<file path="config.mk">
export PLATFORM = sky130hd
export DESIGN_NAME = lane_err_tally
export DESIGN_NICKNAME = d
export VERILOG_FILES = /design/src/rtl/lane_err_tally_pkg.sv /design/src/rtl/lte_ctrl_regs.sv /design/src/rtl/lte_sat_counter.sv /design/src/rtl/lte_lock_qual.sv /design/src/rtl/lte_snap_bank.sv /design/src/rtl/lane_err_tally.sv
export SDC_FILE = /design/constraint.sdc
export NUM_CORES = 1
export LEC_CHECK = 0
export BUFFER_PORTS_ARGS = -buffer_cell sky130_fd_sc_hd__buf_2
export CAP_MARGIN = 20
export CORE_ASPECT_RATIO = 1.2
export CORE_MARGIN = 1.5
export CORE_UTILIZATION = 35
export CTS_CLUSTER_SIZE = 14
export DETAILED_ROUTE_END_ITERATION = 6
export PLACE_DENSITY = 0.56
export SYNTH_ARGS = -nofsm -noshare
export SYNTH_HDL_FRONTEND = slang
export SYNTH_SLANG_ARGS = --single-unit
</file>
<file path="constraint.sdc">
create_clock -name clk -period 2.4 [get_ports clk]
set_input_delay 0.24 -clock clk [delete_from_list [all_inputs] [get_ports clk]]
set_output_delay 0.24 -clock clk [all_outputs]
set_load 0.1 [all_outputs]
</file>
<file path="src/rtl/lane_err_tally_pkg.sv">
// Package: shared control-register bit positions and the decoded control type.
// Assumes an 8-bit register bus.
package lane_err_tally_pkg;

    localparam int CTL_EN_BIT   = 0;
    localparam int CTL_CLR_BIT  = 1;
    localparam int CTL_CAP_BIT  = 2;
    localparam int CTL_LOCK_BIT = 3;

    typedef struct packed {
        logic enable;
        logic clear;
    } ctl_t;

endpackage

</file>
<file path="src/rtl/lte_ctrl_regs.sv">
// Control register. Holds the level enable and clear bits and turns a write
// of the capture bit into a single-cycle pulse.
// Assumes one write per cycle at most.
module lte_ctrl_regs
    import lane_err_tally_pkg::*;
#(
    parameter int ADDR_W = 10,
    parameter logic [ADDR_W-1:0] CTRL_ADDR = 10'h300
) (
    input  logic              clk,
    input  logic              rst_n,
    input  logic              reg_wr,
    input  logic [ADDR_W-1:0] reg_addr,
    input  logic [2:0]        wbits,
    output ctl_t              ctl,
    output logic              cap_pulse
);

    logic hit;
    assign hit = reg_wr && (reg_addr == CTRL_ADDR);

    // Latch level bits on a control write; the capture pulse lasts one cycle.
    always_ff @(posedge clk) begin
        if (!rst_n) begin
            ctl       <= '0;
            cap_pulse <= 1'b0;
        end else begin
            cap_pulse <= 1'b0;
            if (hit) begin
                ctl.enable <= wbits[CTL_EN_BIT];
                ctl.clear  <= wbits[CTL_CLR_BIT];
                cap_pulse  <= wbits[CTL_CAP_BIT];
            end
        end
    end


    cap_src_chk: assert property (@(posedge clk) disable iff (!rst_n)
        cap_pulse |-> $past(reg_wr && reg_addr == CTRL_ADDR && wbits[CTL_CAP_BIT]));

endmodule

</file>
<file path="src/rtl/lte_sat_counter.sv">
// Saturating up-counter with synchronous clear.
// Assumes clear has priority over increment.
module lte_sat_counter #(
    parameter int W = 50
) (
    input  logic         clk,
    input  logic         rst_n,
    input  logic         clr,
    input  logic         inc,
    output logic [W-1:0] cnt
);

    localparam logic [W-1:0] TOP = '1;

    // Count up by one per increment, stopping at all-ones.
    always_ff @(posedge clk) begin
        if (!rst_n || clr) begin
            cnt <= '0;
        end else if (inc && cnt != TOP) begin
            cnt <= cnt + 1'b1;
        end
    end


    no_wrap_chk: assert property (@(posedge clk) disable iff (!rst_n)
        (cnt == TOP && !clr) |=> cnt == TOP);


    unit_step_chk: assert property (@(posedge clk) disable iff (!rst_n)
        !clr |=> (cnt == $past(cnt)) || (cnt == $past(cnt) + 1'b1));

endmodule

</file>
<file path="src/rtl/lte_lock_qual.sv">
// Lock qualifier. Counts consecutive clean valid words while enabled and
// raises a sticky flag at LOCK_WORDS.
// Assumes clear resets both the run and the flag.
module lte_lock_qual #(
    parameter int LOCK_WORDS = 64
) (
    input  logic clk,
    input  logic rst_n,
    input  logic clr,
    input  logic enable,
    input  logic word_vld,
    input  logic word_bad,
    output logic done
);

    localparam int LC_W = $clog2(LOCK_WORDS + 1);
    localparam logic [LC_W-1:0] LAST = LC_W'(LOCK_WORDS - 1);

    logic [LC_W-1:0] run;

    // Track the clean-word run; set the flag on completing it.
    always_ff @(posedge clk) begin
        if (!rst_n || clr) begin
            run  <= '0;
            done <= 1'b0;
        end else if (!enable) begin
            run <= '0;
        end else if (word_vld) begin
            if (word_bad) begin
                run <= '0;
            end else if (run == LAST) begin
                done <= 1'b1;
            end else begin
                run <= run + 1'b1;
            end
        end
    end


    lock_rise_chk: assert property (@(posedge clk) disable iff (!rst_n)
        $rose(done) |-> $past(enable && word_vld && !word_bad && !clr));


    lock_clear_chk: assert property (@(posedge clk) disable iff (!rst_n)
        clr |=> !done);

endmodule

</file>
<file path="src/rtl/lte_snap_bank.sv">
// Readback pair. Loads both accumulators together, so readback values
// always belong to one cycle.
// Assumes clear beats load.
module lte_snap_bank #(
    parameter int W = 50
) (
    input  logic         clk,
    input  logic         rst_n,
    input  logic         clr,
    input  logic         load,
    input  logic [W-1:0] pass_in,
    input  logic [W-1:0] err_in,
    output logic [W-1:0] pass_q,
    output logic [W-1:0] err_q
);

    // Copy both counters in the same edge, or clear them both.
    always_ff @(posedge clk) begin
        if (!rst_n || clr) begin
            pass_q <= '0;
            err_q  <= '0;
        end else if (load) begin
            pass_q <= pass_in;
            err_q  <= err_in;
        end
    end


    pair_match_chk: assert property (@(posedge clk) disable iff (!rst_n)
        err_q <= pass_q);

endmodule

</file>
<file path="src/rtl/lane_err_tally.sv">
// Top of the word and error tally. Gates counting by the control bits,
// feeds two saturating accumulators and a lock qualifier, and serves a
// byte-wide combinational read of control and readback registers.
// Assumes REG_BYTES*8 >= CNT_W and REG_BYTES <= 8.
module lane_err_tally
    import lane_err_tally_pkg::*;
#(
    parameter int WORD_W     = 32,
    parameter int CNT_W      = 50,
    parameter int REG_BYTES  = 7,
    parameter int LOCK_WORDS = 64,
    parameter int ADDR_W     = 10,
    parameter logic [ADDR_W-1:0] CTRL_ADDR = 10'h300,
    parameter logic [ADDR_W-1:0] ERR_BASE  = 10'h301,
    parameter logic [ADDR_W-1:0] PASS_BASE = 10'h308
) (
    input  logic              clk,
    input  logic              rst_n,
    input  logic              word_vld,
    input  logic [WORD_W-1:0] err_mask,
    input  logic [ADDR_W-1:0] reg_addr,
    input  logic              reg_wr,
    input  logic [7:0]        reg_wdata,
    output logic [7:0]        reg_rdata,
    output logic              chk_reset,
    output logic              lock_done
);

    localparam int RB_W = 8 * REG_BYTES;

    ctl_t             ctl;
    logic             cap_pulse;
    logic             count_en;
    logic             word_bad;
    logic [CNT_W-1:0] pass_cnt;
    logic [CNT_W-1:0] err_cnt;
    logic [CNT_W-1:0] pass_snap;
    logic [CNT_W-1:0] err_snap;
    logic [RB_W-1:0]  pass_wide;
    logic [RB_W-1:0]  err_wide;
    logic             unused_wdata;

    assign unused_wdata = ^reg_wdata[7:3];
    assign word_bad     = |err_mask;
    assign count_en     = ctl.enable && !ctl.clear && word_vld;
    assign chk_reset    = ctl.clear;

    lte_ctrl_regs #(
        .ADDR_W    (ADDR_W),
        .CTRL_ADDR (CTRL_ADDR)
    ) u_ctrl (
        .clk       (clk),
        .rst_n     (rst_n),
        .reg_wr    (reg_wr),
        .reg_addr  (reg_addr),
        .wbits     (reg_wdata[2:0]),
        .ctl       (ctl),
        .cap_pulse (cap_pulse)
    );

    lte_sat_counter #(.W(CNT_W)) u_pass_cnt (
        .clk   (clk),
        .rst_n (rst_n),
        .clr   (ctl.clear),
        .inc   (count_en),
        .cnt   (pass_cnt)
    );

    lte_sat_counter #(.W(CNT_W)) u_err_cnt (
        .clk   (clk),
        .rst_n (rst_n),
        .clr   (ctl.clear),
        .inc   (count_en && word_bad),
        .cnt   (err_cnt)
    );

    lte_snap_bank #(.W(CNT_W)) u_snap (
        .clk     (clk),
        .rst_n   (rst_n),
        .clr     (ctl.clear),
        .load    (ctl.enable || cap_pulse),
        .pass_in (pass_cnt),
        .err_in  (err_cnt),
        .pass_q  (pass_snap),
        .err_q   (err_snap)
    );

    lte_lock_qual #(.LOCK_WORDS(LOCK_WORDS)) u_lock (
        .clk      (clk),
        .rst_n    (rst_n),
        .clr      (ctl.clear),
        .enable   (ctl.enable),
        .word_vld (word_vld),
        .word_bad (word_bad),
        .done     (lock_done)
    );

    assign pass_wide = RB_W'(pass_snap);
    assign err_wide  = RB_W'(err_snap);

    // Decode the offset and select the control byte or one readback byte.
    always_comb begin
        reg_rdata = 8'h00;
        if (reg_addr == CTRL_ADDR) begin
            reg_rdata[CTL_EN_BIT]   = ctl.enable;
            reg_rdata[CTL_CLR_BIT]  = ctl.clear;
            reg_rdata[CTL_LOCK_BIT] = lock_done;
        end
        for (int i = 0; i < REG_BYTES; i++) begin
            if (reg_addr == ADDR_W'(ERR_BASE + i))  reg_rdata = err_wide[i*8 +: 8];
            if (reg_addr == ADDR_W'(PASS_BASE + i)) reg_rdata = pass_wide[i*8 +: 8];
        end
    end


    err_le_pass_chk: assert property (@(posedge clk) disable iff (!rst_n)
        err_cnt <= pass_cnt);


    clear_zero_chk: assert property (@(posedge clk) disable iff (!rst_n)
        ctl.clear |=> (pass_cnt == '0 && err_cnt == '0 && pass_snap == '0));


    pause_hold_chk: assert property (@(posedge clk) disable iff (!rst_n)
        (!ctl.enable && !ctl.clear) |=> (pass_cnt == $past(pass_cnt) && err_cnt == $past(err_cnt)));

endmodule

</file>
==> results.cfg, run 1 <==
[placed_design]
hpwl_um = 23320
dpl_cell_area_um2 = 11910
io_buffers = 58
routabilityCongestion = 0.9211

[synth]
synth_fp_nets = 1339
synth_area_per_cell_um2 = 7.801
synth.top_cell.area_share_pct = 42.24
synth_cells = 1282
synth_area_um2 = 10000
yosys_warnings = 0
yosysUniqueCellTypes = 68
synth_flop_cell = dfxtp_1
synth-seq-cells = 211
ys_seq_area_share_pct = 42.24
synth-edff-count = 0
synth_top_area_cell = dfxtp_1
async_flop_share_pct = 0
synth_area_leaders = dfxtp_1, nand2_1, a21oi_1

[critical_path]
path_class = input pin to output port
endpoint_kind = output port
cp-start-kind = input pin
r2r_slack_ns = 0.09
timing.rr.end = u_err_cnt.cnt[16]
worstPathRequired_ns = 2.16
worstPathArrival_ns = 2.28
path_max_fanout = 7
r2r_start = u_err_cnt.cnt[20]
reg2reg_depth = 8

[cells_and_area]
mostFrequentLayoutCell = nand2_1
fin_util_pct = 46.23
ff_latch_area_um2 = 4225
multi_input_area_um2 = 5704
post-route-cell-area_um2 = 12940
final_cell_mix = nand2_1, dfxtp_1, a21oi_1
drive_above_1_share_pct = 21.24
fillCellCount = 2815
finalNetCount = 1495
areaGrowthSynthToFinish_pct = 29.44

[detailed_routing]
antenna_left = 0
drt-total-wl_um = 31400
wl_per_cell_um = 17.10
initialDrtViolationCount = 583
num_vias = 9908
firstDrtPassIters = 5
drc_errors = 0
viasPerCell = 5.397

[global_route]
grt_pass1_wl_um = 50360
grt_pass1_vias = 9466
grt_max_degree = 101
grt.total_usage_pct = 21.23
grt_remaining_overflow = 0
antenna_found_initial = 3

[clock_network]
clock_sink_count = 211
cts_tree = yes
clock-root-buffer = clkbuf_16
htreeDepth = 1
cts_buffers = 24
clkTransAtPathRegs_ns = 0.06
clock_latency_ns = 0.51
cts_buffer_depth = 3

[floorplanning]
row_count = 67
coreArea_um2 = 28000
dieArea_um2 = 29600
die_h_um = 188.2
start_util_pct = 35.72
io_pins = 64
die_w_um = 157.3

[run]
cap_violations = 0

[pwr]
power_mw = 7.336
p_leak_nw = 4.597
ir_drop_v = 0.0002960
power_density_nw_per_um2 = 566.7

[sta]
fmax_mhz = 397.1
finClkSkew_ns = 0.008019
tns_ns = -0.7526
rsz0062_at_grt = true
worstMarginPinSlew_ns = 0.6424
slew_violations = 0
min_period_over_period_pct = 104.9
finalSetupViolCount = 8
relSlewSlack_pct = 56.98
setup_ws_ns = -0.1185
period_minus_slack_ns = 2.518
hold_viol = 0

[hold_path]
hp-start = rst_n
min_to = u_ctrl.ctl[1]
worstHoldPathType = input pin to register
holdPathStages = 2

[run_status]
outcome = finished with violations
violations = setup timing
layer usage:
metal	global-route usage (%)	vias to the layer above	part of all wire [%]
met1	27.55	4727	45
li1	-	4928	-
met2	36.48	203	48
met3	2.737	48	4.2
met4	6.350	2	2.6
met5	0	-	0.032
worst max-delay path by stage:
stage                startpoint      endpoint  slack (ns)  cells after the start
floorplan           reg_addr[5]  reg_rdata[3]       -0.17                      6
global placement    reg_addr[5]  reg_rdata[5]       -0.24                      8
detailed placement  reg_addr[5]  reg_rdata[0]       -0.30                      9
CTS                 reg_addr[6]  reg_rdata[7]       -0.07                      9
global route        reg_addr[6]  reg_rdata[1]       -0.18                     12
finish              reg_addr[6]  reg_rdata[7]       -0.12                      9
cells by family after synthesis:
kind of cell             after synthesis  synth area share (%)
flip-flops                           211                 42.24
XOR/XNOR                              53                 4.642
buffers and inverters                 97                 3.828
adder cells (fa/ha/maj)                3                0.3754
AO/OA/AOI/OAI                        293                 17.92
multiplexers                           6                0.6005
AND/OR/NAND/NOR                      619                 30.40
worst max-delay path: stages:
cell     delay (ns)
buf_6          0.09
or4_4          0.62
or4_4          0.51
nand2_4        0.10
buf_6          0.11
a41o_1         0.10
o21ai_2        0.10
a31oi_4        0.20
buf_12         0.19
report_power, final:
part	internal, mW	leakage, nW	switching, mW
sequential	3.50	1.70	0.0000233
combinational	0.0963	2.52	0.153
clock	2.12	0.382	1.46
total	5.72	4.60	1.62
per-stage QoR:
stage          hold WS (ns)  setup WS [ns]  cells
2_1_floorplan        0.3682        -0.1696   1282
3_3_place_gp         0.4421        -0.2444   1784
3_5_place_dp         0.4485        -0.2965   1784
4_1_cts            0.001418       -0.07460   1833
5_1_grt             0.02325        -0.1832   1836
6_report            0.02149        -0.1185   1836
Yosys cell counts, types with 5 or more instances:
| cell | instances |
|---|---|
| nand2_1 | 275 |
| o211ai_1 | 13 |
| and4_1 | 14 |
| a211oi_1 | 9 |
| a22oi_1 | 8 |
| and2_1 | 6 |
| nand4b_1 | 5 |
| a221oi_1 | 6 |
| xor2_1 | 28 |
| nand2b_1 | 9 |
| nor2_1 | 95 |
| or3_1 | 20 |
| or4_1 | 29 |
| nor2b_1 | 8 |
| a32oi_1 | 5 |
| nand4_1 | 39 |
| nor4_1 | 21 |
| inv_1 | 15 |
| buf_2 | 6 |
| nand3_1 | 40 |
| a31oi_1 | 5 |
| mux2i_1 | 6 |
| nor3_1 | 15 |
| o31ai_1 | 12 |
| o21ai_0 | 43 |
| a21oi_1 | 143 |
| a2111oi_0 | 7 |
| clkbuf_1 | 73 |
| and3_1 | 17 |
| xnor2_1 | 25 |
| dfxtp_1 | 211 |
| o22ai_1 | 8 |
| nor3b_1 | 7 |
what timing repair did:
action,in CTS,in global routing
hold buffers,3,0
endpoints found under the hold margin,3,0
setup endpoints to repair,10,24
pin swaps,14,7
gates resized for setup,27,17
buffers inserted,3,1
state kept, by name, indices dropped and copies added (netlist names):
| name | cells |
|---|---|
| u_lock.done | 1 |
| u_ctrl.cap_pulse | 1 |
| u_ctrl.ctl | 2 |
| u_snap.err_q | 50 |
| u_lock.run | 7 |
| u_snap.pass_q | 50 |
| u_err_cnt.cnt | 50 |
| u_pass_cnt.cnt | 50 |
area by class of cell:
cell class	count	area share, %
Timing Repair Buffer	212	13.16
Tap cell	379	3.663
Multi-Input combinational cell	974	44.07
Sequential cell	211	32.64
Inverter	15	0.4350
Antenna cell	2	0.03866
Clock inverter	5	0.2416
Clock buffer	38	5.751
(Power assumes the default switching activity.)
==> run 2: changes to the inputs <==
Settings changed: REMOVE_ABC_BUFFERS from default to 1.
==> run 2 against run 1 <==
Final area fell by 0.87%. Via count is 0.18% lower. Sequential share of layout area is 0.29 points higher. Core utilization decreased by 0.40 points. The run still ends with setup timing left. Flip-flop and latch count unchanged. Total power up 1.5%.
==> results.cfg, run 2 (synthesized netlist as in run 1, its figures left out) <==
[run_status]
outcome = finished with violations
violations = setup timing

[sta]
hold_ws_ns = 0.02490
slew_violations = 0
finClkSkew_ns = 0.009554
period_minus_slack_ns = 2.518
worstMarginPinSlew_ns = 0.6139
setup_ws_ns = -0.1177
hold_viol = 0
relSlewSlack_pct = 58.89
finalSetupViolCount = 8
fmax_mhz = 397.2
rsz0062_at_grt = true
min_period_over_period_pct = 104.9

[floorplanning]
io_pins = 64
coreArea_um2 = 28000
start_util_pct = 35.72
die_h_um = 188.2
row_count = 67
dieArea_um2 = 29600
die_w_um = 157.3

[critical_path]
cp_num_buf_inv = 2
reg2reg_depth = 7
cp-start-kind = input pin
endpoint_kind = output port
path_class = input pin to output port
cp_slowest_cell = or4_4
critPathTopFamily = simple AND/OR/NAND/NOR gates
timing.rr.end = u_pass_cnt.cnt[48]
cp.depth = 7
r2r_start = u_pass_cnt.cnt[13]
slowest_delay_ns = 0.60
r2r_slack_ns = 0.12
crit_chain = buf_8, or4_4, or3_4, o21a_1, a222oi_1, o21ai_2, buf_12
worstPathRequired_ns = 2.16
critPathCapture = reg_rdata[0]
critPathLaunch = reg_addr[4]
worstPathArrival_ns = 2.28
path_max_fanout = 6

[clock_network]
clock_sink_count = 211
cts_buffers = 24
clock_latency_ns = 0.52
cts_tree = yes
clkTransAtPathRegs_ns = 0.06
cts_buffer_depth = 3
clock-root-buffer = clkbuf_16
htreeDepth = 1

[pwr]
p_leak_nw = 4.482
power_density_nw_per_um2 = 580.2
power_mw = 7.445
ir_drop_v = 0.0004678

[cells_and_area]
drive_above_1_share_pct = 20.68
fin_util_pct = 45.83
finalNetCount = 1486
mostFrequentLayoutCell = nand2_1
areaGrowthSynthToFinish_pct = 28.31
post-route-cell-area_um2 = 12830
final_cell_mix = nand2_1, dfxtp_1, a21oi_1

[global_route]
grt_pass1_vias = 9385
grt_remaining_overflow = 0
antenna_found_initial = 6
grt_max_degree = 101
grt_pass1_wl_um = 50600
grt.total_usage_pct = 21.62

[placed_design]
io_buffers = 58
hpwl_um = 23260
dpl_cell_area_um2 = 11680
routabilityCongestion = 0.9179

[detailed_routing]
top_layer = met5
firstDrtPassIters = 5
initialDrtViolationCount = 563
wl_per_cell_um = 17.56
met1_length_um = 14200
drc_errors = 0
wl_met3_um = 1587
antenna_left = 0
num_vias = 9890
route.met2.wl_um = 15560
viasPerCell = 5.410
drt-total-wl_um = 32100

[hold_path]
worstHoldPathType = input pin to register
hp-start = rst_n

[run]
cap_violations = 0
## run 2: cell count changes in the layout (fill, tap and decap cells not counted), moves of 3 or more
cell	change
clkinvlp_4	+3
o22ai_4	+3
a221oi_1	+3
o21ai_1	-4
o21ai_0	+4
buf_4	-7
a221oi_2	-3
clkbuf_8	-5
## run 2: layout make-up
class | count | area [um2]
fill | 2892 | 15170
multi-input combinational | 975 | 5679
sequential | 211 | 4225
timing repair buffer | 202 | 1604
clock buffer | 33 | 675.6
tap | 379 | 474.2
clock inverter | 10 | 110.1
inverter | 15 | 56.30
antenna | 3 | 7.507
## run 2: worst reg2reg max path, cell delays in order, from the launching register on
cell      delay (ns)
dfxtp_1         0.41
nand4_1         0.19
or4_4           0.49
a211oi_1        0.24
nand4_1         0.18
buf_4           0.21
or3_1           0.34
a21oi_1         0.14
## run 2: where the power goes
part           switching, mW  internal [mW]
clock                   1.51           2.19
combinational          0.153         0.0939
sequential         0.0000364           3.50
total                   1.66           5.78
## run 2: how the worst min path moves through the flow
stage                                  end  depth (start not counted)
after floorplan              u_ctrl.ctl[0]                          1
after global placement    u_snap.err_q[20]                          2
after detailed placement  u_snap.err_q[19]                          2
after CTS                    u_ctrl.ctl[0]                          2
after global routing         u_ctrl.ctl[0]                          2
final                        u_ctrl.ctl[1]                          2
## run 2: what timing repair did
item                                   CTS  global route
hold buffers                             3             0
resized for setup                       41            33
pin swaps                               14            13
setup endpoints to repair                8            24
setup buffers                            1             2
gates cloned                             1             0
endpoints found under the hold margin    3             0
## run 2: metal layers
layer	GRT usage [%]	vias to the layer above
met5	0	-
met1	28.04	4736
met4	6.132	6
li1	-	4894
met3	3.427	47
met2	36.85	207
## run 2: per-stage QoR
stage / worst slack (ns) / cells / setup TNS (ns)
after floorplan: -2.629 / 1200 / -477.04
after global placement: -0.3263 / 1776 / -2.407
after detailed placement: -0.3192 / 1776 / -2.319
after CTS: -0.1702 / 1824 / -0.9923
after global routing: -0.1939 / 1827 / -1.036
final: -0.1177 / 1828 / -0.5855
